===== src/rtl/hwc_pkg.sv =====
package hwc_pkg;
  localparam int OPC_W = 4;

  typedef enum logic [OPC_W-1:0] {
    OPC_ADDM = 4'h1,
    OPC_JMP  = 4'h2,
    OPC_JNEG = 4'h3
  } opc_e;

  // one-hot instruction lines
  typedef struct packed {
    logic addm;
    logic jmp;
    logic jneg;
    logic other;
  } ins_t;

  typedef struct packed {
    logic pc_out;
    logic pc_in;
    logic mar_in;
    logic mem_rd;
    logic carry_in;
    logic alu_add;
    logic z_in;
    logic z_out;
    logic mdr_out;
    logic ir_in;
    logic y_in;
    logic gpr_out;
    logic gpr_in;
    logic off_out;
    logic wait_mfc;
    logic step_end;
  } ctl_t;
endpackage


===== src/rtl/hwc_step_counter.sv =====
module hwc_step_counter #(
  parameter int NSTEP = 7
) (
  input  logic             clk,
  input  logic             rst_n,
  input  logic             run,
  input  logic             restart,
  output logic [NSTEP-1:0] t
);
  localparam int CW = (NSTEP > 1) ? $clog2(NSTEP) : 1;
  localparam logic [CW-1:0] LAST = CW'(NSTEP - 1);

  logic [CW-1:0] cnt_q, cnt_d;

  always_comb begin
    if (restart)           cnt_d = '0;
    else if (cnt_q == LAST) cnt_d = cnt_q;
    else                    cnt_d = cnt_q + 1'b1;
  end

  always_ff @(posedge clk or negedge rst_n) begin
    if (!rst_n)   cnt_q <= '0;
    else if (run) cnt_q <= cnt_d;
  end

  for (genvar i = 0; i < NSTEP; i++) begin : g_dec
    assign t[i] = (cnt_q == CW'(i));
  end


  step_onehot_chk: assert property (@(posedge clk) disable iff (!rst_n)
    $onehot(t));


  hold_when_idle_chk: assert property (@(posedge clk) disable iff (!rst_n)
    !run |=> $stable(t));
endmodule


===== src/rtl/hwc_instr_decoder.sv =====
module hwc_instr_decoder
  import hwc_pkg::*;
(
  input  logic [OPC_W-1:0] opc,
  output ins_t             ins
);
  always_comb begin
    ins = '0;
    case (opc_e'(opc))
      OPC_ADDM: ins.addm  = 1'b1;
      OPC_JMP:  ins.jmp   = 1'b1;
      OPC_JNEG: ins.jneg  = 1'b1;
      default:  ins.other = 1'b1;
    endcase
  end
endmodule


===== src/rtl/hwc_encoder.sv =====
module hwc_encoder
  import hwc_pkg::*;
#(
  parameter int NSTEP = 7,
  parameter int RA_W  = 4
) (
  input  logic [NSTEP-1:0] t,
  input  ins_t             ins,
  input  logic             flag_n,
  input  logic             armed,
  input  logic [RA_W-1:0]  src,
  input  logic [RA_W-1:0]  dst,
  output ctl_t             ctl,
  output logic [RA_W-1:0]  gpr_sel
);
  ctl_t raw;
  logic jump_any;

  assign jump_any = ins.jmp | ins.jneg;

  // sum-of-products per control line; t[k] is step k+1
  always_comb begin
    raw          = '0;
    raw.pc_out   = t[0] | (t[3] & jump_any);
    raw.pc_in    = t[1] | (t[5] & jump_any);
    raw.mar_in   = t[0] | (t[3] & ins.addm);
    raw.mem_rd   = t[0] | (t[3] & ins.addm);
    raw.carry_in = t[0];
    raw.alu_add  = t[0] | (t[5] & ins.addm) | (t[4] & jump_any);
    raw.z_in     = t[0] | (t[5] & ins.addm) | (t[4] & jump_any);
    raw.z_out    = t[1] | (t[6] & ins.addm) | (t[5] & jump_any);
    raw.mdr_out  = t[2] | (t[5] & ins.addm);
    raw.ir_in    = t[2];
    raw.y_in     = (t[4] & ins.addm) | (t[3] & jump_any);
    raw.gpr_out  = (t[3] | t[4]) & ins.addm;
    raw.gpr_in   = t[6] & ins.addm;
    raw.off_out  = t[4] & jump_any;
    raw.wait_mfc = t[1] | (t[4] & ins.addm);
    raw.step_end = (t[6] & ins.addm) | (t[5] & ins.jmp)
                 | (((t[5] & flag_n) | (t[3] & ~flag_n)) & ins.jneg)
                 | (t[3] & ins.other);
  end

  assign ctl = armed ? raw : '0;

  always_comb begin
    if (ctl.gpr_out && t[3])           gpr_sel = src;
    else if (ctl.gpr_out || ctl.gpr_in) gpr_sel = dst;
    else                                gpr_sel = '0;
  end
endmodule


===== src/rtl/hw_ctrl_unit.sv =====
module hw_ctrl_unit
  import hwc_pkg::*;
#(
  parameter int NSTEP = 7,
  parameter int RA_W  = 4,
  parameter int IR_W  = OPC_W + 2 * RA_W
) (
  input  logic            clk,
  input  logic            rst_n,
  input  logic [IR_W-1:0] ir,
  input  logic            flag_n,
  input  logic            mem_done,
  output logic            pc_out,
  output logic            pc_in,
  output logic            mar_in,
  output logic            mem_rd,
  output logic            carry_in,
  output logic            alu_add,
  output logic            z_in,
  output logic            z_out,
  output logic            mdr_out,
  output logic            ir_in,
  output logic            y_in,
  output logic            gpr_out,
  output logic            gpr_in,
  output logic [RA_W-1:0] gpr_sel,
  output logic            off_out,
  output logic            wait_mfc,
  output logic            step_end
);
  logic [NSTEP-1:0] t;
  ins_t ins;
  ctl_t ctl;
  logic armed_q, armed_d, run;

  // one quiet cycle after reset release
  assign armed_d = 1'b1;
  always_ff @(posedge clk or negedge rst_n) begin
    if (!rst_n) armed_q <= 1'b0;
    else        armed_q <= armed_d;
  end

  assign run = armed_q & ~(ctl.wait_mfc & ~mem_done);

  hwc_step_counter #(.NSTEP(NSTEP)) u_steps (
    .clk(clk), .rst_n(rst_n), .run(run), .restart(ctl.step_end), .t(t)
  );

  hwc_instr_decoder u_idec (
    .opc(ir[IR_W-1 -: OPC_W]), .ins(ins)
  );

  hwc_encoder #(.NSTEP(NSTEP), .RA_W(RA_W)) u_enc (
    .t(t), .ins(ins), .flag_n(flag_n), .armed(armed_q),
    .src(ir[2*RA_W-1:RA_W]), .dst(ir[RA_W-1:0]),
    .ctl(ctl), .gpr_sel(gpr_sel)
  );

  assign pc_out   = ctl.pc_out;
  assign pc_in    = ctl.pc_in;
  assign mar_in   = ctl.mar_in;
  assign mem_rd   = ctl.mem_rd;
  assign carry_in = ctl.carry_in;
  assign alu_add  = ctl.alu_add;
  assign z_in     = ctl.z_in;
  assign z_out    = ctl.z_out;
  assign mdr_out  = ctl.mdr_out;
  assign ir_in    = ctl.ir_in;
  assign y_in     = ctl.y_in;
  assign gpr_out  = ctl.gpr_out;
  assign gpr_in   = ctl.gpr_in;
  assign off_out  = ctl.off_out;
  assign wait_mfc = ctl.wait_mfc;
  assign step_end = ctl.step_end;


  quiet_after_reset_chk: assert property (@(posedge clk) disable iff (!rst_n)
    !armed_q |-> (ctl == '0));


  wait_hold_chk: assert property (@(posedge clk) disable iff (!rst_n)
    (wait_mfc && !mem_done) |=> wait_mfc);


  end_restart_chk: assert property (@(posedge clk) disable iff (!rst_n)
    step_end |=> (pc_out && mar_in && carry_in && !step_end));


  addr_read_pair_chk: assert property (@(posedge clk) disable iff (!rst_n)
    mar_in |-> mem_rd);


  no_end_while_wait_chk: assert property (@(posedge clk) disable iff (!rst_n)
    !(wait_mfc && step_end));
endmodule


===== config.mk =====
export PLATFORM = sky130hd
export DESIGN_NAME = hw_ctrl_unit
export DESIGN_NICKNAME = d
export VERILOG_FILES = /design/src/rtl/hwc_pkg.sv /design/src/rtl/hwc_step_counter.sv /design/src/rtl/hwc_instr_decoder.sv /design/src/rtl/hwc_encoder.sv /design/src/rtl/hw_ctrl_unit.sv
export SDC_FILE = /design/constraint.sdc
export NUM_CORES = 1
export LEC_CHECK = 0
export BUFFER_PORTS_ARGS = -buffer_cell sky130_fd_sc_hd__buf_2
export CAP_MARGIN = 20
export CORE_MARGIN = 2
export CORE_UTILIZATION = 43
export CTS_CLUSTER_SIZE = 12
export DETAILED_ROUTE_END_ITERATION = 6
export MAX_ROUTING_LAYER = met4
export PLACE_DENSITY = 0.81
export SETUP_SLACK_MARGIN = 0.3
export SLEW_MARGIN = 20
export SYNTH_ARGS = -nofsm -noshare
export SYNTH_HDL_FRONTEND = slang
export SYNTH_SLANG_ARGS = --single-unit

===== constraint.sdc =====
create_clock -name clk -period 2.1 [get_ports clk]
set_input_delay 0.42 -clock clk [delete_from_list [all_inputs] [get_ports clk]]
set_output_delay 0.42 -clock clk [all_outputs]
set_load 0.02 [all_outputs]

==> Word level (Yosys, flattened, before mapping) <==
Index checks and enable logic that the tools add are counted.
{ "op_classes": {"add_sub_neg": 1, "eq_ne": 10, "mux": 9, "bitwise_logic": 34, "reduce_logical": 5} }
{ "op_table": {"columns": ["cell", "n"], "rows": [
  ["16-bit two-way mux", 1],
  ["1-bit OR", 16],
  ["1-bit bitwise AND", 15],
  ["3-bit equality test (second input constant)", 3],
  ["4-bit by 2-bit equality test with 1-bit output (second input constant)", 2],
  ["4-bit two-way mux", 2],
  ["3-bit by 2-bit equality test with 1-bit output (second input constant)", 2],
  ["3-bit two-way mux", 2],
  ["4-bit by 1-bit equality test with 1-bit output (second input constant)", 1],
  ["1-bit two-way mux", 4],
  ["3-bit by 1-bit adder with 3-bit output (second input constant)", 1],
  ["3-bit by 1-bit equality test with 1-bit output (second input constant)", 1],
  ["3-bit zero test", 1],
  ["1-bit NOT", 3],
  ["3-bit OR reduction", 1],
  ["2-bit inequality test (second input constant)", 1],
  ["2-bit AND reduction", 1],
  ["1-bit logical AND", 1],
  ["1-bit logical OR", 1]
]} }
{ "word_totals": {"regBits": 4, "input_bits": 16, "elab_cells": 61} }

==> Depth between registers and ports, before layout <==
Gate-level depths: netlist of run 1.
{ "depth": {"word_depth": 11, "mapped_depth": 7, "ltp_nobuf": 7} }

==> By module <==
Synthesis of run 1 repeated with hierarchy kept, for this count alone.
{ "unflattened": {"cells_unflattened": 85, "hier_area_um2": 594.3} }
{ "by_module_without_submodules": {"columns": ["module", "n_inst", "cells_per_inst", "area_per_inst_um2", "seq_area_each_um2"], "rows": [
  ["hwc_step_counter", 1, 28, 262.8, 75.1],
  ["hwc_encoder", 1, 48, 257.7, 0.0],
  ["hw_ctrl_unit", 1, 4, 40.0, 25.0],
  ["hwc_instr_decoder", 1, 5, 33.8, 0.0]
]} }

==> Worst setup path before layout of run 1 <==
No wires, ideal clock.
{ "synth_timing": {"path_kind": "input -> output", "from": "input port ir[9]", "to": "output port z_in", "arrival_time_ps": 1701, "t_required_ps": 1680, "path_slack_ps": -21, "stages": 5, "n_path_buf": 1, "path_cell_list": "or4b_4 > nor2_1 > a21oi_1 > nor2b_1 > buf_4"} }
{ "synth_via": {"elab_chain_len": 6, "elab_cells_between_ends": 12} }
{ "synth_rtl": {"columns": ["element", "line", "text"], "rows": [
  ["from (decl)", "hw_ctrl_unit.sv:10", "input logic [IR_W-1:0] ir,"],
  ["4-bit by 1-bit equality test with 1-bit output / 4-bit by 2-bit equality test with 1-bit output (equally long branches)", "hwc_instr_decoder.sv:9", "case (opc_e'(opc))"],
  ["1-bit two-way mux", "hwc_instr_decoder.sv:9", null],
  ["1-bit bitwise AND / 1-bit OR (equally long branches)", "hwc_encoder.sv:30, hwc_encoder.sv:19", null],
  ["1-bit OR / 1-bit bitwise AND (equally long branches)", "hwc_encoder.sv:30", "raw.z_in = t[0] | (t[5] & ins.addm) | (t[4] & jump_any);"],
  ["1-bit OR *", "hwc_encoder.sv:30", null],
  ["16-bit two-way mux *", "hwc_encoder.sv:44", "assign ctl = armed ? raw : '0;"],
  ["to (decl)", "hw_ctrl_unit.sv:19", "output logic z_in,"]
]} }
Every way passes the cells marked *; elsewhere a longest branch is shown, timed or not.

==> Worst setup path in the final report of run 1 <==
{ "layout_timing": {"from": "register u_steps.cnt_q[0]", "to": "output port gpr_sel[3]"} }
{ "layout_via": {"elab_chain_len": 7, "elab_cells_between_ends": 11} }
{ "layout_rtl": {"columns": ["element", "line", "text"], "rows": [
  ["from (decl)", "hwc_step_counter.sv:13", "logic [CW-1:0] cnt_q, cnt_d;"],
  ["from (signal assigned)", "hwc_step_counter.sv:23", "else if (run) cnt_q <= cnt_d;"],
  ["3-bit by 2-bit equality test with 1-bit output / 3-bit equality test (equally long branches)", "hwc_step_counter.sv:27", "assign t[i] = (cnt_q == CW'(i));"],
  ["1-bit OR", "hwc_encoder.sv:35", "raw.gpr_out = (t[3] | t[4]) & ins.addm;"],
  ["1-bit bitwise AND", "hwc_encoder.sv:35", null],
  ["16-bit two-way mux", "hwc_encoder.sv:44", null],
  ["1-bit logical OR", "hwc_encoder.sv:48", "else if (ctl.gpr_out || ctl.gpr_in) gpr_sel = dst;"],
  ["4-bit two-way mux", "hwc_encoder.sv:48", null],
  ["4-bit two-way mux *", "hwc_encoder.sv:47", "if (ctl.gpr_out && t[3]) gpr_sel = src;"],
  ["to (decl)", "hw_ctrl_unit.sv:26", "output logic [RA_W-1:0] gpr_sel,"]
]} }
Marked as above.

==> results.sh, run 1 <==
export IMPL_min_path_type="in2async"
export IMPL_cts_sinks=4
export IMPL_routed_via_density=5.64
export IMPL_cp_slowest_cell="dfrtp_2"
export IMPL_syn_area_per_cell_um2=7.77
export IMPL_p_per_area_nw_per_um2=1010
export IMPL_tightest_slew_ns=0.539
export IMPL_worstPathArrival_ns=1.78
export IMPL_period_needed_ns=2.20
export IMPL_instances_no_fill=155
export IMPL_grt_overflow=0
export IMPL_synth_distinct_cells=34
export IMPL_drt_antenna_violating_nets=0
export IMPL_synth_simple_area_share_pct=36.6
export IMPL_drive_above_1_share_pct=74.1
export IMPL_die_y_um=43.2
export IMPL_detail_route_wl_per_cell_um=17.7
export IMPL_drv_cap=0
export IMPL_vias=874
export IMPL_synth_fa_ha_area_share_pct=9.47
export IMPL_p_leak_nw=0.579
export IMPL_violations="setup timing"
export IMPL_path_class="reg2out"
export IMPL_final_cell_mix="buf_6 (20), buf_4 (19), buf_2 (14), nand2_1 (9), nor2_1 (5)"
export IMPL_ys_ff_latch=4
export IMPL_setup_slack_ns=-0.104
export IMPL_relSlewSlack_pct=63.9
export IMPL_hpwl_um=1450
export IMPL_slew_violations=0
export IMPL_gp_congestion=0.786
export IMPL_ir_drop_v=0.000822
export IMPL_end_kind="output port"
export IMPL_synth_top_family_by_area="simple AND/OR/NAND/NOR gates"
export IMPL_top_level_ports=36
export IMPL_clk_latency_ns=0.23
export IMPL_start_kind="flop"
export IMPL_grt_pass1_wl_um=3640
export IMPL_grt_pass1_vias=851
export IMPL_whs_ns=0.533
export IMPL_syn_num_nets=106
export IMPL_rr_worst_depth=8
export IMPL_fmax_mhz=454
export IMPL_cts_root_buf="clkbuf_4"
export IMPL_firstDrtPassIters=4
export IMPL_drc_errors=0
export IMPL_track_usage_pct=26.2
export IMPL_synthXorXnorAreaFrac_pct=0
export IMPL_core_area_um2=1470
export IMPL_final_common_cell="buf_6"
export IMPL_cpPeakStageDelay_ns=0.42
export IMPL_clockBufferDepth=2
export IMPL_muxShareOfSynthArea_pct=6.06
export IMPL_r2r_start="u_steps.cnt_q[0]$_DFFE_PN0P_"
export IMPL_port_buffers=35
export IMPL_fin_area_um2=1360
export IMPL_netlist_area_um2=661
export IMPL_cts_clk_slew_worst_paths_ns=0.04
export IMPL_rsz0062_at_grt="yes"
export IMPL_fin_skew_ns=0.000375
export IMPL_routed_wirelength_um=2740
export IMPL_place_area_um2=960
export IMPL_cts_tree="done"
export IMPL_hold_viol_final=0
export IMPL_crit_top_cell="ha_4"
export IMPL_finalCritPeriodShare_pct=105
export IMPL_nNetsFinal=162
export IMPL_post_route_util_pct=92.2
export IMPL_antenna_found_initial=0
export IMPL_cts_buffers_inserted=3
export IMPL_grt_start_max_net_pins=14
export IMPL_initial_utilization_pct=44.9
export IMPL_run_status="finished, violations left"
export IMPL_synth_cells=85
export IMPL_crit_required_ns=1.68
export IMPL_crit_path_cell_trace="ha_4, ha_4, nand3_4, nor2_4, mux2i_1, nor2_2, buf_6"
export IMPL_setup_tns_ns=-0.365
export IMPL_drt_iter0_markers=47
export IMPL_setup_viol=5
export IMPL_die_w_um=43.2
export IMPL_cts_max_level=1
export IMPL_reg2reg_slack_ns=0.08
export IMPL_cp_max_fo=4
export IMPL_dp_cells=138
export IMPL_r2r_end="u_steps.cnt_q[2]$_DFFE_PN0P_"
export IMPL_core_rowCount=14
export IMPL_areaGrowthSynthToFinish_pct=105
export IMPL_ys_seq_area_share_pct=15.2
export IMPL_diodes=0
export IMPL_die_area_um2=1870
export IMPL_yosysWarningCount=0
export IMPL_synth_compound_area_share_pct=22.9
## metrics by stage
| stage | power [mW] | worst slack, ns |
|---|---|---|
| after floorplan | 0.669 | 0.137 |
| after global placement | 0.809 | -0.00156 |
| after detailed placement | 0.837 | -0.0181 |
| after CTS | 1.10 | -0.0799 |
| after global routing | 1.44 | -0.152 |
| final | 1.36 | -0.104 |
## worst max-delay path: cells and delay by family (launching register included)
| family | cells | cell delay (ns) |
|---|---|---|
| and+or+nand+nor | 3 | 0.38 |
| muxes | 1 | 0.30 |
| adders and majority gates | 2 | 0.33 |
| DFF | 1 | 0.42 |
| buffers and inverters | 1 | 0.13 |
## cells in the mapped netlist (all sizes together)
library cell / count / area share [%]
a211o: 1 / 1.3
a21boi: 2 / 4.0
a21oi: 3 / 2.3
and2: 1 / 0.95
and3: 1 / 0.95
and3b: 1 / 1.3
buf: 2 / 2.3
clkbuf: 2 / 4.2
conb: 1 / 0.57
dfrtp: 4 / 15
ha: 5 / 9.5
inv: 5 / 2.8
mux2i: 4 / 6.1
nand2: 13 / 7.4
nand3: 5 / 3.8
nand3b: 1 / 1.1
nor2: 13 / 7.8
nor2b: 4 / 3.8
nor3: 1 / 0.76
nor3b: 1 / 1.9
nor4b: 1 / 1.3
o21a: 2 / 2.3
o21ai: 1 / 0.76
o21bai: 1 / 1.1
o2bb2ai: 1 / 1.3
o311a: 1 / 3.2
o31ai: 4 / 6.6
or2: 1 / 0.95
or2b: 1 / 1.1
or3b: 1 / 1.3
or4b: 1 / 2.1
## metal layers
| metal | part of all wire [%] | routed length, um | up-vias | GRT usage [%] |
|---|---|---|---|---|
| met5 | 0 | 0 | - | - |
| met4 | 3.4 | 93 | 0 | 10.3 |
| met3 | 3.4 | 93 | 10 | 2.55 |
| met2 | 54 | 1490 | 40 | 52.2 |
| met1 | 39 | 1060 | 419 | 24.7 |
| li1 | - | - | 405 | - |
## repair_timing
item	CTS	global route
setup endpoints to repair	15	21
buffers inserted	6	7
endpoints found under the hold margin	4	0
hold buffers	1	0
gates resized for setup	49	25
cloned	0	0
pin swaps	12	7
## kinds of logic after synthesis
logic type / after synthesis
adder cells (fa/ha/maj): 5
AND/OR/NAND/NOR: 46
multiplexers: 4
buffers and inverters: 9
other: 1
flip-flops: 4
AO/OA/AOI/OAI: 16
## sequential cells by signal (all words and copies together) (netlist names)
| name | count |
|---|---|
| armed_q | 1 |
| u_steps.cnt_q | 3 |
## final cells by class
cell class | instances | area [um2]
timing repair buffer | 55 | 463
clock buffer | 3 | 22.5
fill | 54 | 115
sequential | 4 | 104
inverter | 5 | 21.3
tap | 16 | 20.0
multi-input combinational | 72 | 726
## report_power, final
group	total (mW)	switching, mW	leakage (nW)	internal, mW
clock network	0.0926	0.0288	0.0138	0.0638
logic	1.12	0.560	0.519	0.555
registers	0.155	0.0449	0.0457	0.110
## worst max-delay path by stage
stage                                 start          to  slack (ns)  cells past startpoint
6_report       u_steps.cnt_q[0]$_DFFE_PN0P_  gpr_sel[3]       -0.10                      7
5_1_grt        u_steps.cnt_q[0]$_DFFE_PN0P_  gpr_sel[3]       -0.15                      7
4_1_cts        u_steps.cnt_q[0]$_DFFE_PN0P_  gpr_sel[0]       -0.08                      8
3_5_place_dp                          ir[9]  gpr_sel[0]       -0.02                      7
3_3_place_gp                          ir[9]  gpr_sel[0]      -0.002                      7
2_1_floorplan                         ir[9]        z_in        0.14                      5
(Power assumes the default switching activity.)
==> run 2: changes to the inputs <==
CELL_PAD_IN_SITES_DETAIL_PLACEMENT = 0   (was default)
CELL_PAD_IN_SITES_GLOBAL_PLACEMENT = 1   (was default)
CORE_UTILIZATION = 30   (was 43)
PLACE_DENSITY = 0.82   (was 0.81)
==> results.sh, run 2 (synthesis gave the netlist of run 1 again) <==
export IMPL_run_status="finished, violations left"
export IMPL_violations="setup timing"
export IMPL_initial_utilization_pct=32.7
export IMPL_path_class="reg2out"
export IMPL_finalCritPeriodShare_pct=102
export IMPL_drive_above_1_share_pct=72.5
export IMPL_cts_sinks=4
export IMPL_setup_viol=4
export IMPL_drt_antenna_violating_nets=0
export IMPL_cts_max_level=1
export IMPL_p_per_area_nw_per_um2=915
export IMPL_final_cell_mix="buf_4 (19), buf_6 (18), buf_2 (15), nand2_1 (8)"
export IMPL_die_y_um=50.9
export IMPL_vias=801
export IMPL_cts_root_buf="clkbuf_4"
export IMPL_fin_skew_ns=0.00195
export IMPL_clockBufferDepth=2
export IMPL_detail_route_wl_per_cell_um=13.0
export IMPL_area_sequential_um2=104
export IMPL_routed_via_density=4.85
export IMPL_drc_errors=0
export IMPL_final_common_cell="buf_4"
export IMPL_cp_max_fo=4
export IMPL_p_leak_nw=0.564
export IMPL_multi_input_area_um2=696
export IMPL_cts_buffers_inserted=3
export IMPL_slew_violations=0
export IMPL_end_kind="output port"
export IMPL_largest_reg_flops=3
export IMPL_reg_top3="u_steps.cnt_q: 3 flops, armed_q: 1 flops"
export IMPL_hold_viol_final=0
export IMPL_tightest_slew_ns=0.513
export IMPL_core_area_um2=2020
export IMPL_cts_tree="done"
export IMPL_grt_pass1_vias=769
export IMPL_nNetsFinal=161
export IMPL_fmax_mhz=468
export IMPL_setup_tns_ns=-0.0901
export IMPL_diodes=0
export IMPL_p_switching_uw=562
export IMPL_antenna_found_initial=0
export IMPL_regMostFlops="u_steps.cnt_q"
export IMPL_grt_pass1_wl_um=3340
export IMPL_gp_congestion=0.828
export IMPL_grt_overflow=0
export IMPL_period_needed_ns=2.14
export IMPL_firstDrtPassIters=4
export IMPL_post_route_util_pct=65.4
export IMPL_ir_drop_v=0.000589
export IMPL_track_usage_pct=17.1
export IMPL_grt_start_max_net_pins=12
export IMPL_relSlewSlack_pct=65.6
export IMPL_clk_latency_ns=0.23
export IMPL_drv_cap=0
export IMPL_min_path_type="in2async"
export IMPL_swShare_pct=46.4
export IMPL_die_w_um=50.9
export IMPL_rsz0062_at_grt="yes"
export IMPL_top_level_ports=36
export IMPL_power_frac_seq_pct=12.9
export IMPL_setup_slack_ns=-0.0361
export IMPL_start_kind="flop"
export IMPL_areaGrowthSynthToFinish_pct=100
export IMPL_drt_iter0_markers=8
export IMPL_hpwl_um=1480
export IMPL_core_rowCount=16
export IMPL_port_buffers=35
export IMPL_worstPathArrival_ns=1.72
export IMPL_p_comb_share_pct=79.5
export IMPL_clkPwrFrac_pct=7.7
export IMPL_p_int_uw=649
export IMPL_die_area_um2=2590
export IMPL_nFillCells=171
export IMPL_cts_clk_slew_worst_paths_ns=0.04
export IMPL_crit_required_ns=1.68
export IMPL_routed_wirelength_um=2140
==> run 2: final cells by class <==
class | count | area share [%]
Sequential cell | 4 | 7.85
Tap cell | 27 | 2.55
Clock buffer | 3 | 1.70
Multi-Input combinational cell | 72 | 52.6
Inverter | 5 | 1.61
Timing Repair Buffer | 54 | 33.7
==> run 2: through the flow <==
step / instance area [um2] / std cells / setup WS [ns] / total power [mW] / hold WS [ns]
finish: 1320 / 165 / -0.0361 / 1.21 / 0.518
global placement: 988 / 151 / -0.00848 / 0.820 / 0.224
floorplan: 766 / 85 / 0.137 / 0.669 / 0.124
detailed placement: 988 / 151 / -0.0231 / 0.829 / 0.227
CTS: 1210 / 161 / -0.0603 / 1.09 / 0.509
global route: 1320 / 165 / -0.132 / 1.31 / 0.513
==> run 2: worst paths after layout <==
check | endpoint | from | slack (ns) | depth (start not counted)
max | gpr_sel[0] | u_steps.cnt_q[0]$_DFFE_PN0P_ | -0.04 | 7
min reg2reg | u_steps.cnt_q[0]$_DFFE_PN0P_ | u_steps.cnt_q[0]$_DFFE_PN0P_ | 0.65 | 3
min | u_steps.cnt_q[0]$_DFFE_PN0P_ | rst_n | 0.52 | 2
max in group asynchronous | u_steps.cnt_q[1]$_DFFE_PN0P_ | rst_n | 1.45 | 2
min in group clk | u_steps.cnt_q[0]$_DFFE_PN0P_ | u_steps.cnt_q[0]$_DFFE_PN0P_ | 0.65 | 3
max reg2reg | u_steps.cnt_q[0]$_DFFE_PN0P_ | u_steps.cnt_q[0]$_DFFE_PN0P_ | 0.30 | 8
==> run 2: timing repair <==
item | in CTS | in global routing
setup buffers | 6 | 4
pin swaps | 9 | 9
hold endpoints to repair | 4 | 0
setup endpoints to repair | 20 | 23
resized for setup | 45 | 22
hold buffers | 1 | 0
==> run 2: power by group through the flow <==
stage / sequential, mW / clock (mW) / combinational [mW]
finish: 0.156 / 0.0929 / 0.962
global route: 0.160 / 0.106 / 1.05
detailed placement: 0.152 / 0 / 0.677
global placement: 0.149 / 0 / 0.671
CTS: 0.152 / 0.0988 / 0.837
floorplan: 0.143 / 0 / 0.526
==> run 2: critical path, stage by stage, from the launching register on <==
cell     delay, ns
dfrtp_2       0.42
ha_4          0.17
ha_4          0.15
nand3_4       0.09
nor2_4        0.21
mux2i_2       0.28
nor2_4        0.04
buf_6         0.13
==> run 2: layer usage <==
| layer | part of all wire (%) | wire, um | global-route usage, % |
|---|---|---|---|
| met3 | 2.2 | 47 | 2.63 |
| met4 | 0 | 0 | 6.76 |
| met1 | 39 | 843 | 20.7 |
| met2 | 58 | 1250 | 28.6 |
| met5 | 0 | 0 | - |
==> run 3: changes to the inputs <==
--- a/constraint.sdc
+++ b/constraint.sdc
@@ -3,2 +3,2 @@
 set_output_delay 0.42 -clock clk [all_outputs]
-set_load 0.02 [all_outputs]
+set_load 0.01 [all_outputs]
==> results.sh, run 3 (synthesis gave the netlist of run 1 again) <==
export IMPL_instances_no_fill=163
export IMPL_die_area_um2=2590
export IMPL_diodes=0
export IMPL_die_y_um=50.9
export IMPL_clkPwrFrac_pct=8.5
export IMPL_vias=790
export IMPL_grt_pass1_vias=680
export IMPL_regMostFlops="u_steps.cnt_q"
export IMPL_reg2reg_slack_ns=0.29
export IMPL_swShare_pct=45.0
export IMPL_port_buffers=35
export IMPL_period_needed_ns=2.06
export IMPL_track_usage_pct=14.7
export IMPL_cts_max_level=1
export IMPL_finalCritPeriodShare_pct=98.2
export IMPL_place_area_um2=892
export IMPL_dp_cells=148
export IMPL_power_frac_seq_pct=13.5
export IMPL_clk_latency_ns=0.23
export IMPL_cts_buffers_inserted=3
export IMPL_drive_above_1_share_pct=65.4
export IMPL_hold_viol_final=0
export IMPL_end_kind="output port"
export IMPL_total_power_mw=1.11
export IMPL_grt_overflow=0
export IMPL_hpwl_um=1390
export IMPL_core_area_um2=2020
export IMPL_nNetsFinal=159
export IMPL_clockBufferDepth=2
export IMPL_p_per_area_nw_per_um2=917
export IMPL_min_path_type="in2async"
export IMPL_fin_area_um2=1210
export IMPL_cts_sinks=4
export IMPL_post_place_ws_ns=-0.0131
export IMPL_die_w_um=50.9
export IMPL_crit_required_ns=1.68
export IMPL_cts_tree="done"
export IMPL_cp_max_fo=4
export IMPL_final_cell_mix="buf_2 (31), buf_4 (13), nand2_1 (10), nor2_1 (9)"
export IMPL_detail_route_wl_per_cell_um=12.1
export IMPL_fin_skew_ns=0.00217
export IMPL_grt_pass1_wl_um=2930
export IMPL_p_leak_nw=0.556
export IMPL_cts_root_buf="clkbuf_4"
export IMPL_initial_utilization_pct=32.7
export IMPL_rsz0062_at_grt="yes"
export IMPL_largest_reg_flops=3
export IMPL_drt_antenna_violating_nets=0
export IMPL_drc_errors=0
export IMPL_fmax_mhz=485
export IMPL_drv_cap=0
export IMPL_p_comb_share_pct=78.0
export IMPL_cts_clk_slew_worst_paths_ns=0.04
export IMPL_slew_violations=0
export IMPL_gp_congestion=0.844
export IMPL_start_kind="flop"
export IMPL_firstDrtPassIters=4
export IMPL_reg_top3="u_steps.cnt_q: 3 flops, armed_q: 1 flops"
export IMPL_areaGrowthSynthToFinish_pct=83.0
export IMPL_setup_slack_ns=0.0386
export IMPL_antenna_found_initial=0
export IMPL_routed_wirelength_um=1970
export IMPL_final_common_cell="buf_2"
export IMPL_grt_start_max_net_pins=14
export IMPL_run_status="finished clean"
export IMPL_path_class="reg2out"
export IMPL_p_int_uw=610
export IMPL_routed_via_density=4.85
export IMPL_rr_worst_depth=7
export IMPL_p_switching_uw=499
export IMPL_top_level_ports=36
export IMPL_drt_iter0_markers=3
export IMPL_core_rowCount=16
export IMPL_setup_viol=0
export IMPL_worstPathArrival_ns=1.64
export IMPL_ir_drop_v=0.000610
run 3: final timing paths:
path | end | startpoint
max | gpr_sel[1] | u_steps.cnt_q[0]$_DFFE_PN0P_
min | armed_q$_DFF_PN0_ | rst_n
max reg2reg | u_steps.cnt_q[0]$_DFFE_PN0P_ | u_steps.cnt_q[0]$_DFFE_PN0P_
min reg2reg | u_steps.cnt_q[0]$_DFFE_PN0P_ | u_steps.cnt_q[0]$_DFFE_PN0P_
max in group asynchronous | u_steps.cnt_q[0]$_DFFE_PN0P_ | rst_n
min in group clk | u_steps.cnt_q[0]$_DFFE_PN0P_ | u_steps.cnt_q[0]$_DFFE_PN0P_
run 3: timing repair:
item | 4_1_cts | 5_1_grt
gates resized for setup | 23 | 23
hold buffers | 1 | 0
pin swaps | 6 | 12
setup buffers | 6 | 5
endpoints found under the setup margin | 16 | 19
endpoints found under the hold margin | 4 | 0
run 3: layout make-up:
class	count	area (um2)
well taps	27	33.8
inverters	5	18.8
flip-flops and latches	4	103
clock buffers	3	22.5
multi-input cells	72	682
repair buffers	52	349
fillers	186	813
run 3: critical path, cell delays in order (launching register included):
cell and delay (ns):
dfrtp_2 0.42, ha_4 0.16, ha_4 0.15, nand3_4 0.09
nor2_4 0.19, mux2i_1 0.21, nor2_1 0.06, buf_2 0.14
run 3: routing by layer:
metal / vias up / routed length (um) / track usage [%] / share of wire, %
li1: 397 / - / - / -
met1: 375 / 790 / 16.8 / 40
met2: 18 / 1110 / 26.6 / 56
met3: 0 / 70 / 1.17 / 3.6
met4: 0 / 0 / 5.41 / 0
met5: - / 0 / - / 0
run 3: through the flow:
step | utilization, % | hold slack, ns | TNS [ns]
2_1_floorplan | - | 0.124 | 0
3_3_place_gp | 44.1 | 0.225 | 0
3_5_place_dp | 44.1 | 0.228 | -0.0255
4_1_cts | 53.0 | 0.511 | 0
5_1_grt | 59.8 | 0.513 | -0.185
6_report | 59.8 | 0.520 | 0
run 3: power by group through the flow:
| stage | registers, mW | logic, mW | clock network [mW] |
|---|---|---|---|
| floorplan | 0.132 | 0.405 | 0 |
| global placement | 0.133 | 0.549 | 0 |
| detailed placement | 0.134 | 0.550 | 0 |
| CTS | 0.146 | 0.716 | 0.100 |
| global route | 0.154 | 0.950 | 0.105 |
| finish | 0.150 | 0.865 | 0.0939 |
